===== config.mk =====
export PLATFORM = sky130hd
export DESIGN_NAME = conv_idx_snap
export DESIGN_NICKNAME = d
export VERILOG_FILES = /design/src/rtl/conv_idx_pkg.sv /design/src/rtl/last_store_track.sv /design/src/rtl/evt_arbiter.sv /design/src/rtl/snap_next.sv /design/src/rtl/conv_idx_snap.sv
export SDC_FILE = /design/constraint.sdc
export NUM_CORES = 1
export LEC_CHECK = 0
export BUFFER_PORTS_ARGS = -buffer_cell sky130_fd_sc_hd__buf_2
export CORE_MARGIN = 5
export CORE_UTILIZATION = 45
export CTS_BUF_LIST = sky130_fd_sc_hd__clkbuf_4
export CTS_CLUSTER_DIAMETER = 50
export DETAILED_ROUTE_END_ITERATION = 7
export PLACE_DENSITY = 0.79
export SYNTH_ARGS = -nofsm -noshare
export SYNTH_HDL_FRONTEND = slang
export SYNTH_SLANG_ARGS = --single-unit

===== constraint.sdc =====
create_clock -name clk -period 2.24 [get_ports clk]
set_clock_uncertainty 0.2 [all_clocks]
set_input_delay 0 -clock clk [delete_from_list [all_inputs] [get_ports clk]]
set_output_delay 0 -clock clk [all_outputs]
set_load 0.01 [all_outputs]

===== src/rtl/conv_idx_pkg.sv =====
package conv_idx_pkg;

    localparam int unsigned IDX_W    = 6;
    localparam int unsigned WORD_W   = 16;
    localparam int unsigned LIST_POS = WORD_W - 1;
    localparam int unsigned BUF_POS  = WORD_W - 2;

    typedef struct packed {
        logic             list_sel;
        logic             buf_sel;
        logic [IDX_W-1:0] idx;
    } snap_t;

    typedef enum logic [1:0] {
        EV_NONE,
        EV_NORMAL,
        EV_HW_ABORT,
        EV_SW_ABORT
    } evt_e;

    function automatic logic [WORD_W-1:0] pack_word(snap_t s);
        logic [WORD_W-1:0] w;
        w              = '0;
        w[LIST_POS]    = s.list_sel;
        w[BUF_POS]     = s.buf_sel;
        w[IDX_W-1:0]   = s.idx;
        return w;
    endfunction

endpackage


===== src/rtl/last_store_track.sv =====
module last_store_track
    import conv_idx_pkg::*;
(
    input  logic             clk,
    input  logic             clr,
    input  logic             evt_store,
    input  logic [IDX_W-1:0] live_idx,
    output logic [IDX_W-1:0] last_idx
);
    always_ff @(posedge clk) begin
        if (clr)
            last_idx <= '0;
        else if (evt_store)
            last_idx <= live_idx;
    end


    last_store_follow_chk: assert property (@(posedge clk) disable iff (clr)
        evt_store |=> last_idx == $past(live_idx));
endmodule


===== src/rtl/evt_arbiter.sv =====
module evt_arbiter
    import conv_idx_pkg::*;
(
    input  logic evt_sw_abort,
    input  logic evt_hw_abort,
    input  logic evt_flagged,
    input  logic evt_eol,
    output evt_e kind
);
    always_comb begin
        if (evt_sw_abort)
            kind = EV_SW_ABORT;
        else if (evt_hw_abort)
            kind = EV_HW_ABORT;
        else if (evt_flagged || evt_eol)
            kind = EV_NORMAL;
        else
            kind = EV_NONE;
    end
endmodule


===== src/rtl/snap_next.sv =====
module snap_next
    import conv_idx_pkg::*;
(
    input  evt_e             kind,
    input  logic             conv_busy,
    input  logic             store_on_abort,
    input  snap_t            live,
    input  logic [IDX_W-1:0] last_idx,
    input  snap_t            cur,
    output snap_t            nxt
);
    always_comb begin
        nxt = cur;
        case (kind)
            EV_NORMAL: nxt = live;
            EV_HW_ABORT: begin
                nxt.list_sel = live.list_sel;
                nxt.buf_sel  = live.buf_sel;
                nxt.idx      = last_idx;
            end
            EV_SW_ABORT: begin
                nxt.list_sel = live.list_sel;
                nxt.buf_sel  = live.buf_sel;
                if (conv_busy)
                    nxt.idx = store_on_abort ? live.idx : last_idx;
            end
            default: nxt = cur;
        endcase
    end
endmodule


===== src/rtl/conv_idx_snap.sv =====
module conv_idx_snap
    import conv_idx_pkg::*;
(
    input  logic              clk,
    input  logic              rst,
    input  logic              mod_en,
    input  logic              soft_rst,
    input  logic              store_on_abort,
    input  logic              live_list,
    input  logic              live_buf,
    input  logic [IDX_W-1:0]  live_idx,
    input  logic              evt_store,
    input  logic              evt_flagged,
    input  logic              evt_eol,
    input  logic              evt_sw_abort,
    input  logic              evt_hw_abort,
    input  logic              conv_busy,
    input  logic              abort_done_clr,
    output logic [WORD_W-1:0] snap_word,
    output logic              abort_done
);
    logic             clr;
    logic [IDX_W-1:0] last_idx;
    evt_e             kind;
    snap_t            live, cur, nxt;

    assign clr  = rst || soft_rst || !mod_en;
    assign live = '{list_sel: live_list, buf_sel: live_buf, idx: live_idx};

    last_store_track u_last (
        .clk      (clk),
        .clr      (clr),
        .evt_store(evt_store),
        .live_idx (live_idx),
        .last_idx (last_idx)
    );

    evt_arbiter u_arb (
        .evt_sw_abort(evt_sw_abort),
        .evt_hw_abort(evt_hw_abort),
        .evt_flagged (evt_flagged),
        .evt_eol     (evt_eol),
        .kind        (kind)
    );

    snap_next u_next (
        .kind          (kind),
        .conv_busy     (conv_busy),
        .store_on_abort(store_on_abort),
        .live          (live),
        .last_idx      (last_idx),
        .cur           (cur),
        .nxt           (nxt)
    );

    always_ff @(posedge clk) begin
        if (clr) begin
            cur        <= '0;
            abort_done <= 1'b0;
        end else begin
            cur <= nxt;
            if (kind == EV_SW_ABORT)
                abort_done <= 1'b1;
            else if (abort_done_clr)
                abort_done <= 1'b0;
        end
    end

    assign snap_word = pack_word(cur);


    reserved_zero_chk: assert property (@(posedge clk) disable iff (rst)
        snap_word[BUF_POS-1:IDX_W] == '0);


    clear_state_chk: assert property (@(posedge clk) disable iff (rst)
        (soft_rst || !mod_en) |=> (snap_word == '0 && !abort_done));


    flagged_capture_chk: assert property (@(posedge clk) disable iff (clr)
        (evt_flagged && !evt_sw_abort && !evt_hw_abort)
        |=> snap_word[IDX_W-1:0] == $past(live_idx));


    idle_abort_hold_chk: assert property (@(posedge clk) disable iff (clr)
        (evt_sw_abort && !conv_busy) |=> $stable(snap_word[IDX_W-1:0]));


    hw_abort_noflag_chk: assert property (@(posedge clk) disable iff (clr)
        (evt_hw_abort && !evt_sw_abort && !abort_done) |=> !abort_done);


    sw_abort_flag_chk: assert property (@(posedge clk) disable iff (clr)
        evt_sw_abort |=> abort_done);


    quiet_hold_chk: assert property (@(posedge clk) disable iff (clr)
        (!evt_sw_abort && !evt_hw_abort && !evt_flagged && !evt_eol)
        |=> $stable(snap_word));
endmodule


After elaboration in Yosys (flattened, before gate mapping)
Index checks and enable logic that the tools add are counted.
{"block": "totals", "register_bits": 15, "word_cells": 24, "inputBits": 20, "output_inout_bits": 17}
{"block": "classes", "eq_ne": 4, "mux": 8, "n_reduce_logical": 7}
{"operator": "$pmux W8 S3", "n": 1}
{"operator": "$mux W6", "n": 2}
{"operator": "$eq A2 B2 Y1 const B", "n": 2}
{"operator": "$mux W2", "n": 2}
{"operator": "$logic_or A1 B1 Y1", "n": 3}
{"operator": "$mux W1", "n": 3}
{"operator": "$reduce_bool A3 Y1", "n": 1}
{"operator": "$eq A2 B1 Y1 const B", "n": 1}
{"operator": "$ne A2 B2 Y1 const B", "n": 1}
{"operator": "$reduce_and A2 Y1", "n": 1}
{"operator": "$reduce_bool A2 Y1", "n": 1}
{"operator": "$logic_not A1 Y1", "n": 1}

Longest topological paths before layout
Gate-level depths: netlist of run 1.
{"block": "logic_depth", "ltp_word": 7, "ltp_mapped": 5, "mapped_depth_nobuf": 3}

Modules after synthesis
A second synthesis of run 1 with hierarchy kept.
{"block": "hier_totals", "hier_cells": 91, "hier_area_um2": 842.1}
{"module": "conv_idx_snap", "seq_area_each_um2": 180.2, "cells_per_inst": 31, "n_inst": 1, "area_per_inst_um2": 345.3}
{"module": "snap_next", "seq_area_each_um2": 0.0, "cells_per_inst": 38, "n_inst": 1, "area_per_inst_um2": 265.3}
{"module": "last_store_track", "seq_area_each_um2": 120.1, "cells_per_inst": 19, "n_inst": 1, "area_per_inst_um2": 214.0}
{"module": "evt_arbiter", "seq_area_each_um2": 0.0, "cells_per_inst": 3, "n_inst": 1, "area_per_inst_um2": 17.5}

Least setup slack after synthesis of run 1
No wires, ideal clock.
{"block": "synth_timing", "path_type": "input -> register", "startpoint": "input port evt_eol", "endpoint": "register snap_word[0] (netlist name)", "t_required_ps": 1949, "arrival_time_ps": 1075, "path_buffers": 2, "setup_ps": 91, "path_stages": 5, "slack_ps": 874, "cell_sequence": "or4_4 -> buf_6 -> and2_4 -> buf_6 -> a311oi_1"}
{"block": "synth_via", "elab_chain_cells": 7, "elab_cells_between_ends": 11, "cone_classes": "eq/ne (4); mux (4); reduce/logical (3)"}
{"element": "start, declared", "line_no": "conv_idx_snap.sv:14", "text": "input logic evt_eol,"}
{"element": "$logic_or A1 B1 Y1 (*)", "line_no": "evt_arbiter.sv:15", "text": "else if (evt_flagged || evt_eol)"}
{"element": "$mux W1 (*)", "line_no": "evt_arbiter.sv:15"}
{"element": "$mux W2 (*)", "line_no": "evt_arbiter.sv:13", "text": "else if (evt_hw_abort)"}
{"element": "$mux W2 (*)", "line_no": "evt_arbiter.sv:11", "text": "if (evt_sw_abort)"}
{"element": "$eq A2 B2 Y1 / $eq A2 B1 Y1 (equally long branches)", "line_no": "snap_next.sv:14", "text": "case (kind)"}
{"element": "$ne A2 B2 Y1 (no line) / $reduce_bool A3 Y1 (equally long branches)"}
{"element": "$reduce_and A2 Y1 (no line)"}
Every way passes the cells marked *; elsewhere a longest branch is shown, timed or not. The select of a mux whose other input is x is not followed.
A chain may end at the register's enable or synchronous reset.

Worst setup path in the final report of run 1
{"block": "layout_timing", "startpoint": "input port evt_sw_abort", "endpoint": "register snap_word[2] (netlist name)"}
{"block": "layout_via", "elab_chain_cells": 4, "elab_cells_between_ends": 8, "cone_classes": "eq/ne (4); mux (2); reduce/logical (2)"}
{"element": "start, declared", "line_no": "conv_idx_snap.sv:15", "text": "input logic evt_sw_abort,"}
{"element": "$mux W2 (*)", "line_no": "evt_arbiter.sv:11"}
{"element": "$eq A2 B2 Y1 / $eq A2 B1 Y1 (equally long branches)", "line_no": "snap_next.sv:14"}
{"element": "$ne A2 B2 Y1 (no line) / $reduce_bool A3 Y1 (equally long branches)"}
{"element": "$reduce_and A2 Y1 (no line)"}
Marked as above.

==> PnR_summary.wiki, run 1 <==
{| class="wikitable"
! Metric !! Value
|-
| Hold violation count in the final report || 0
|-
| Worst Hold Launch || evt_eol
|-
| Worst IR Drop VDD || 596 uV
|-
| Reg-to-reg critical path endpoint || snap_word[2]
|-
| Part of the cycle the worst path needs || 0.963
|-
| Data arrival time of the critical path || 2.20 ns
|-
| Final Wtd Congestion || 0.819
|-
| Synth warn || 0
|-
| Port bufs || 28
|-
| Clock-pin slew on the worst setup and hold paths || 0.08 ns
|-
| Effective utilization at floorplan || 0.478
|-
| Count of vias placed by the detailed router || 752
|-
| Most used flip-flop cell after synthesis || sky130_fd_sc_hd__dfxtp_1
|-
| Core outline area || 1520 sq um
|-
| Met1 layer wirelength in the final routing || 775 microns
|-
| Count leader, synth || sky130_fd_sc_hd__dfxtp_1
|-
| Antenna violations before repair || 0
|-
| Number of placement rows || 14
|-
| Most area-hungry cell type in the Yosys netlist || sky130_fd_sc_hd__dfxtp_1
|-
| Average footprint of a synthesized cell || 9.10 sq um
|-
| Number of DRC violations after detailed-routing iteration 0 || 13
|-
| Cell at the root of the clock tree || sky130_fd_sc_hd__clkbuf_4
|-
| Largest fanout on the critical path || 9
|-
| Pwr Density || 519 nW/um^2
|-
| Drt wl/cell || 14.2 microns
|-
| Sequential Area || 300 sq um
|-
| H-Tree Level Count || 1
|-
| Count of state elements after synthesis || 15
|-
| Number of cells on the worst hold path || 4
|-
| Wire length of the first global-routing pass || 3250 microns
|-
| Register-to-Register Path Depth || 3
|-
| Detail-routed via count per cell || 5.22
|-
| Height of the die || 50.2 microns
|-
| Launching point of the worst reg2reg path || u_last.last_idx[2]
|-
| Detail Route Antenna Nets || 0
|-
| Share of final-layout standard cells stronger than drive strength 1 || 0.273
|-
| Die W || 50.2 microns
|-
| Number of synthesized flops with an enable pin || 0
|-
| Number of global-route vias before repair || 721
|-
| R2R Setup Slk || 0.78 ns
|-
| Number of pins exceeding their max-slew limit in the final report || 0
|-
| Final period demand of the worst path || 2.16 ns
|-
| Global-route congestion overflow total || 0
|-
| DP Area || 825 sq um
|-
| Number of clock sinks || 15
|-
| Tightest Hold Check Type || in2reg
|-
| Io pins || 37
|-
| Worst hold path endpoint || snap_word[0]
|-
| Area of all placed cells without fillers || 1060 sq um
|-
| Cells taking the most area after synthesis || sky130_fd_sc_hd__dfxtp_1 (41%), sky130_fd_sc_hd__mux2i_1 (11%), sky130_fd_sc_hd__buf_4 (8.2%)
|-
| Post-synth ARST share || 0
|-
| Maximum number of pins on one net before global-route repair || 16
|-
| CTS tree || built
|-
| Static Leakage || 0.505 nW
|-
| Synthesized instance count || 80
|-
| Top routing layer in use || met4
|-
| Setup Viol. Count Final || 0
|-
| Antenna diodes || 0
|-
| Number of filler cells placed in the layout || 112
|-
| Met3 layer wire length in the routed design || 164 microns
|-
| Endpoint type of the worst setup path || flop
|-
| Area share of the largest cell type after synthesis || 0.412
|-
| Most instantiated cells after synthesis || sky130_fd_sc_hd__dfxtp_1 (15), sky130_fd_sc_hd__nor2_1 (10), sky130_fd_sc_hd__buf_4 (8), sky130_fd_sc_hd__mux2i_1 (8), sky130_fd_sc_hd__a21oi_1 (7)
|-
| Relative area change from synthesis to final layout || 46.2%
|-
| Inserted Clock Buffers || 3
|-
| Total wirelength of the detailed-routed design || 2050 microns
|-
| Detailed route wirelength on metal2 || 1060 microns
|-
| Total DRC errors in the routed layout || 0
|-
| Unrepaired setup endpoints after global routing || no
|-
| Path type of the worst setup path || in2reg
|-
| Setup Buffers After CTS || 0
|-
| Latest clock arrival within the worst-skew pair || 0.29 ns
|-
| Number of buffers between clock root and the deepest sink || 2
|-
| Setup total negative slack || 0 ns
|-
| Quantity of gates resized following cts || 0
|-
| Required arrival time at the worst endpoint || 2.28 ns
|-
| Detailed-placement wirelength estimate || 1200 microns
|-
| Post-layout net count || 149
|-
| Number of distinct library cells after synthesis || 20
|-
| Die footprint || 2520 sq um
|-
| Summed instance area of the synthesized netlist || 728 sq um
|-
| Peak clock frequency supported by timing || 464 MHz
|-
| Max-capacitance violation count || 0
|-
| Startpoint class of the critical path || input pin
|-
| Seq/Total Area, Yosys || 0.412
|-
| Outcome || finished, final reports clean
|-
| Total GRT Usage || 0.167
|-
| Area of the multi-input gates || 360 sq um
|-
| Number of detailed-routing iterations run before antenna repair || 4
|}
[critical path, cell delays in order]
cell and delay, ns:
sky130_fd_sc_hd__dlygate4sd3_1 0.53, sky130_fd_sc_hd__buf_2 0.16, sky130_fd_sc_hd__or4_4 0.56, sky130_fd_sc_hd__and2_4 0.20, sky130_fd_sc_hd__a311oi_1 0.19, sky130_fd_sc_hd__dlygate4sd3_1 0.57
[stage by stage]
step           total power, mW  hold slack [ns]  worst slack [ns]  cells   util
2_1_floorplan            0.342          -0.0826             0.874     87      -
4_1_cts                  0.546           0.0686            0.0853    144  0.699
3_5_place_dp             0.357           0.0557             0.826    119  0.541
5_1_grt                  0.579           0.0778            0.0223    144  0.699
6_report                 0.553           0.0653            0.0835    144  0.699
3_3_place_gp             0.355           0.0436             0.872    119  0.541
[cell usage in the layout, fill, tap and decap left out]
master | Yosys | final
sky130_fd_sc_hd__a21oi_1 | 7 | 7
sky130_fd_sc_hd__or2b_1 | 2 | 2
sky130_fd_sc_hd__inv_1 | 1 | 1
sky130_fd_sc_hd__and2_4 | 1 | 1
sky130_fd_sc_hd__clkbuf_4 | 0 | 4
sky130_fd_sc_hd__nor2_1 | 10 | 10
sky130_fd_sc_hd__nand3_1 | 6 | 6
sky130_fd_sc_hd__and2b_1 | 1 | 1
sky130_fd_sc_hd__o21ai_0 | 6 | 6
sky130_fd_sc_hd__mux2i_1 | 8 | 8
sky130_fd_sc_hd__dlygate4sd3_1 | 0 | 21
sky130_fd_sc_hd__buf_2 | 0 | 28
sky130_fd_sc_hd__nand2b_1 | 1 | 1
sky130_fd_sc_hd__dfxtp_1 | 15 | 15
sky130_fd_sc_hd__nor2b_1 | 1 | 1
sky130_fd_sc_hd__nand2_1 | 1 | 1
sky130_fd_sc_hd__a311oi_2 | 1 | 1
sky130_fd_sc_hd__a311oi_1 | 5 | 5
sky130_fd_sc_hd__or4_4 | 1 | 1
sky130_fd_sc_hd__conb_1 | 1 | 8
[report_power, final]
| group | internal (mW) | switching, mW | total, mW |
|---|---|---|---|
| sequential | 0.273 | 0.00328 | 0.276 |
| combinational | 0.0584 | 0.0508 | 0.109 |
| clock | 0.0815 | 0.0856 | 0.167 |
[worst max path at each step]
stage | start | endpoint | cells after the start
3_5_place_dp | evt_eol | snap_word[1] | 4
2_1_floorplan | evt_eol | snap_word[0] | 5
3_3_place_gp | evt_eol | snap_word[3] | 4
4_1_cts | evt_sw_abort | snap_word[2] | 6
5_1_grt | evt_sw_abort | snap_word[2] | 6
6_report | evt_sw_abort | snap_word[2] | 6
[layout make-up]
type                            count  area share
Inverter                            1     0.00353
Clock buffer                        4      0.0282
Timing Repair Buffer               49       0.329
Multi-Input combinational cell     59       0.338
Sequential cell                    15       0.282
Tap cell                           16      0.0188
[repair_timing]
action	CTS	global route
endpoints found under the setup margin	0	0
hold buffers	21	0
endpoints found under the hold margin	15	0
[metal layers]
metal | vias up | global-route usage
li1 | 366 | -
met3 | 6 | 0.0562
met4 | 0 | 0.0742
met1 | 337 | 0.185
met2 | 43 | 0.287
met5 | - | 0
[flip-flops by register name (all words and copies together) (netlist names)]
name / flops
snap_word: 8
abort_done: 1
u_last.last_idx: 6
[cells by family after synthesis]
group | Yosys count | share of synthesized area
AOI/OAI and AO/OA | 19 | 0.170
buffers and inverters | 13 | 0.129
DFF | 15 | 0.412
muxes | 8 | 0.110
other | 1 | 0.00515
and+or+nand+nor | 24 | 0.174
No activity file was read; power rests on OpenSTA's default activity.
==> inputs of run 2 (changes only) <==
CORE_ASPECT_RATIO = 0.9   (was unset)
==> PnR_summary.wiki, run 2 (synthesis results as in run 1) <==
{| class="wikitable"
! Metric !! Value
|-
| Endpoint type of the worst setup path || flop
|-
| Number of cells on the worst hold path || 4
|-
| Post-layout net count || 150
|-
| Most common cell after layout, fill and taps aside || sky130_fd_sc_hd__buf_2
|-
| GR Layer Usage met1 || 0.173
|-
| Number of pins exceeding their max-slew limit in the final report || 0
|-
| Global-route met2 utilization || 0.356
|-
| Total GRT Usage || 0.177
|-
| Top Family by Delay on Critical Path || buffers and inverters
|-
| Register-to-Register Path Depth || 3
|-
| Worst IR Drop VDD || 436 uV
|-
| Leading cell types in the layout, fill and taps excluded || sky130_fd_sc_hd__buf_2 (28), sky130_fd_sc_hd__dlygate4sd3_1 (20), sky130_fd_sc_hd__dfxtp_1 (15), sky130_fd_sc_hd__nor2_1 (10)
|-
| Hold violation count in the final report || 0
|-
| Detail-routed via count per cell || 4.86
|-
| Port bufs || 28
|-
| Wire length of the first global-routing pass || 3210 microns
|-
| Number of cells on the critical path || 6
|-
| Ordered list of cells on the worst path || dlygate4sd3_1, buf_2, or4_4, and2_4, a311oi_1, dlygate4sd3_1
|-
| Global-route congestion overflow total || 0
|-
| Total DRC errors in the routed layout || 0
|-
| Setup Viol. Count Final || 0
|-
| Max FFs per register || 8
|-
| Die footprint || 2520 sq um
|-
| Latest clock arrival within the worst-skew pair || 0.27 ns
|-
| Startpoint class of the critical path || input pin
|-
| Buf/Inv on CP || 3
|-
| Inserted Clock Buffers || 3
|-
| Most repeated library cell on the critical path || sky130_fd_sc_hd__dlygate4sd3_1
|-
| Detail Route Antenna Nets || 0
|-
| Number of global-route vias before repair || 749
|-
| Share of final-layout standard cells stronger than drive strength 1 || 0.279
|-
| Detailed-placement wirelength estimate || 1280 microns
|-
| Met3 Track Usage GR || 0.0489
|-
| Setup total negative slack || 0 ns
|-
| Maximum number of pins on one net before global-route repair || 16
|-
| Tightest Hold Check Type || in2reg
|-
| Drt wl/cell || 13.2 microns
|-
| Slowest cell delay on critical path || 0.58 ns
|-
| Height of the die || 48.2 microns
|-
| Number of clock sinks || 15
|-
| Clock-pin slew on the worst setup and hold paths || 0.08 ns
|-
| Data arrival time of the critical path || 2.22 ns
|-
| Path type of the worst setup path || in2reg
|-
| Die W || 52.4 microns
|-
| Antenna diodes || 0
|-
| Peak clock frequency supported by timing || 455 MHz
|-
| Number of filler cells placed in the layout || 124
|-
| Area of the multi-input gates || 360 sq um
|-
| Total wirelength of the detailed-routed design || 1990 microns
|-
| Pwr Density || 503 nW/um^2
|-
| Number of buffers between clock root and the deepest sink || 2
|-
| Sequential Area || 300 sq um
|-
| Crit-path slowest cell || sky130_fd_sc_hd__dlygate4sd3_1
|-
| Static Leakage || 0.517 nW
|-
| Outcome || finished, final reports clean
|-
| Number of DRC violations after detailed-routing iteration 0 || 19
|-
| Part of the cycle the worst path needs || 0.980
|-
| Cell at the root of the clock tree || sky130_fd_sc_hd__clkbuf_4
|-
| DP Area || 832 sq um
|-
| Antenna violations before repair || 0
|-
| Required arrival time at the worst endpoint || 2.26 ns
|-
| Final Wtd Congestion || 0.774
|-
| Relative area change from synthesis to final layout || 48.6%
|-
| CTS tree || built
|-
| Number of detailed-routing iterations run before antenna repair || 4
|-
| Core outline area || 1500 sq um
|-
| H-Tree Level Count || 1
|-
| Largest fanout on the critical path || 7
|-
| Number of placement rows || 13
|-
| Max-capacitance violation count || 0
|-
| Io pins || 37
|-
| Area of all placed cells without fillers || 1080 sq um
|-
| Effective utilization at floorplan || 0.487
|-
| Count of vias placed by the detailed router || 734
|-
| R2R Setup Slk || 0.67 ns
|-
| Final period demand of the worst path || 2.20 ns
|-
| Grt peak-use layer || met2
|}
-- run 2: cell count changes in the layout (fill, tap and decap cells not counted) --
cell / change
sky130_fd_sc_hd__buf_4: +1
sky130_fd_sc_hd__dlygate4sd3_1: -1
sky130_fd_sc_hd__dlymetal6s4s_1: +1
-- run 2: routing by layer --
metal | wire length, microns | vias to the layer above
li1 | - | 367
met5 | 0 | -
met3 | 122 | 4
met4 | 28 | 0
met2 | 1070 | 25
met1 | 771 | 338
-- run 2: path summary, 6_finish.rpt --
kind,from,endpoint
hold / removal,evt_flagged,snap_word[5]
setup reg to reg,u_last.last_idx[1],snap_word[1]
hold reg to reg,u_last.last_idx[5],snap_word[5]
setup / recovery,evt_sw_abort,snap_word[1]
-- run 2: report_power, final --
group	switching [mW]	internal (mW)	total, mW
Clock	0.0770	0.0812	0.158
Combinational	0.0504	0.0593	0.110
Sequential	0.00331	0.273	0.276
-- run 2: area by class of cell --
class / count / share of cell area
inverters: 1 / 0.00347
clock buffers: 4 / 0.0277
well taps: 22 / 0.0254
repair buffers: 50 / 0.333
multi-input cells: 59 / 0.333
flip-flops and latches: 15 / 0.277
-- run 2: repair_timing --
action / in CTS / in global routing
hold buffers: 21 / 0
setup endpoints to repair: 0 / 1
endpoints found under the hold margin: 15 / 0
setup buffers: 0 / 1
gates resized for setup: 0 / 1
-- run 2: stage by stage --
stage | instances | hold WS [ns] | power, mW | utilization | setup WS, ns
finish | 151 | 0.0287 | 0.544 | 0.723 | 0.0441
global route | 151 | 0.0350 | 0.573 | 0.723 | -0.000410
CTS | 150 | 0.0775 | 0.547 | 0.717 | 0.0786
detailed placement | 125 | 0.0465 | 0.358 | 0.556 | 0.756
global placement | 125 | 0.0354 | 0.356 | 0.556 | 0.871
floorplan | 87 | -0.0826 | 0.342 | - | 0.874
-- run 2: worst min-delay path, stage by stage --
cell	delay [ns]
sky130_fd_sc_hd__buf_2	0.07
sky130_fd_sc_hd__or4_4	0.13
sky130_fd_sc_hd__and2_4	0.17
sky130_fd_sc_hd__a311oi_1	0.08
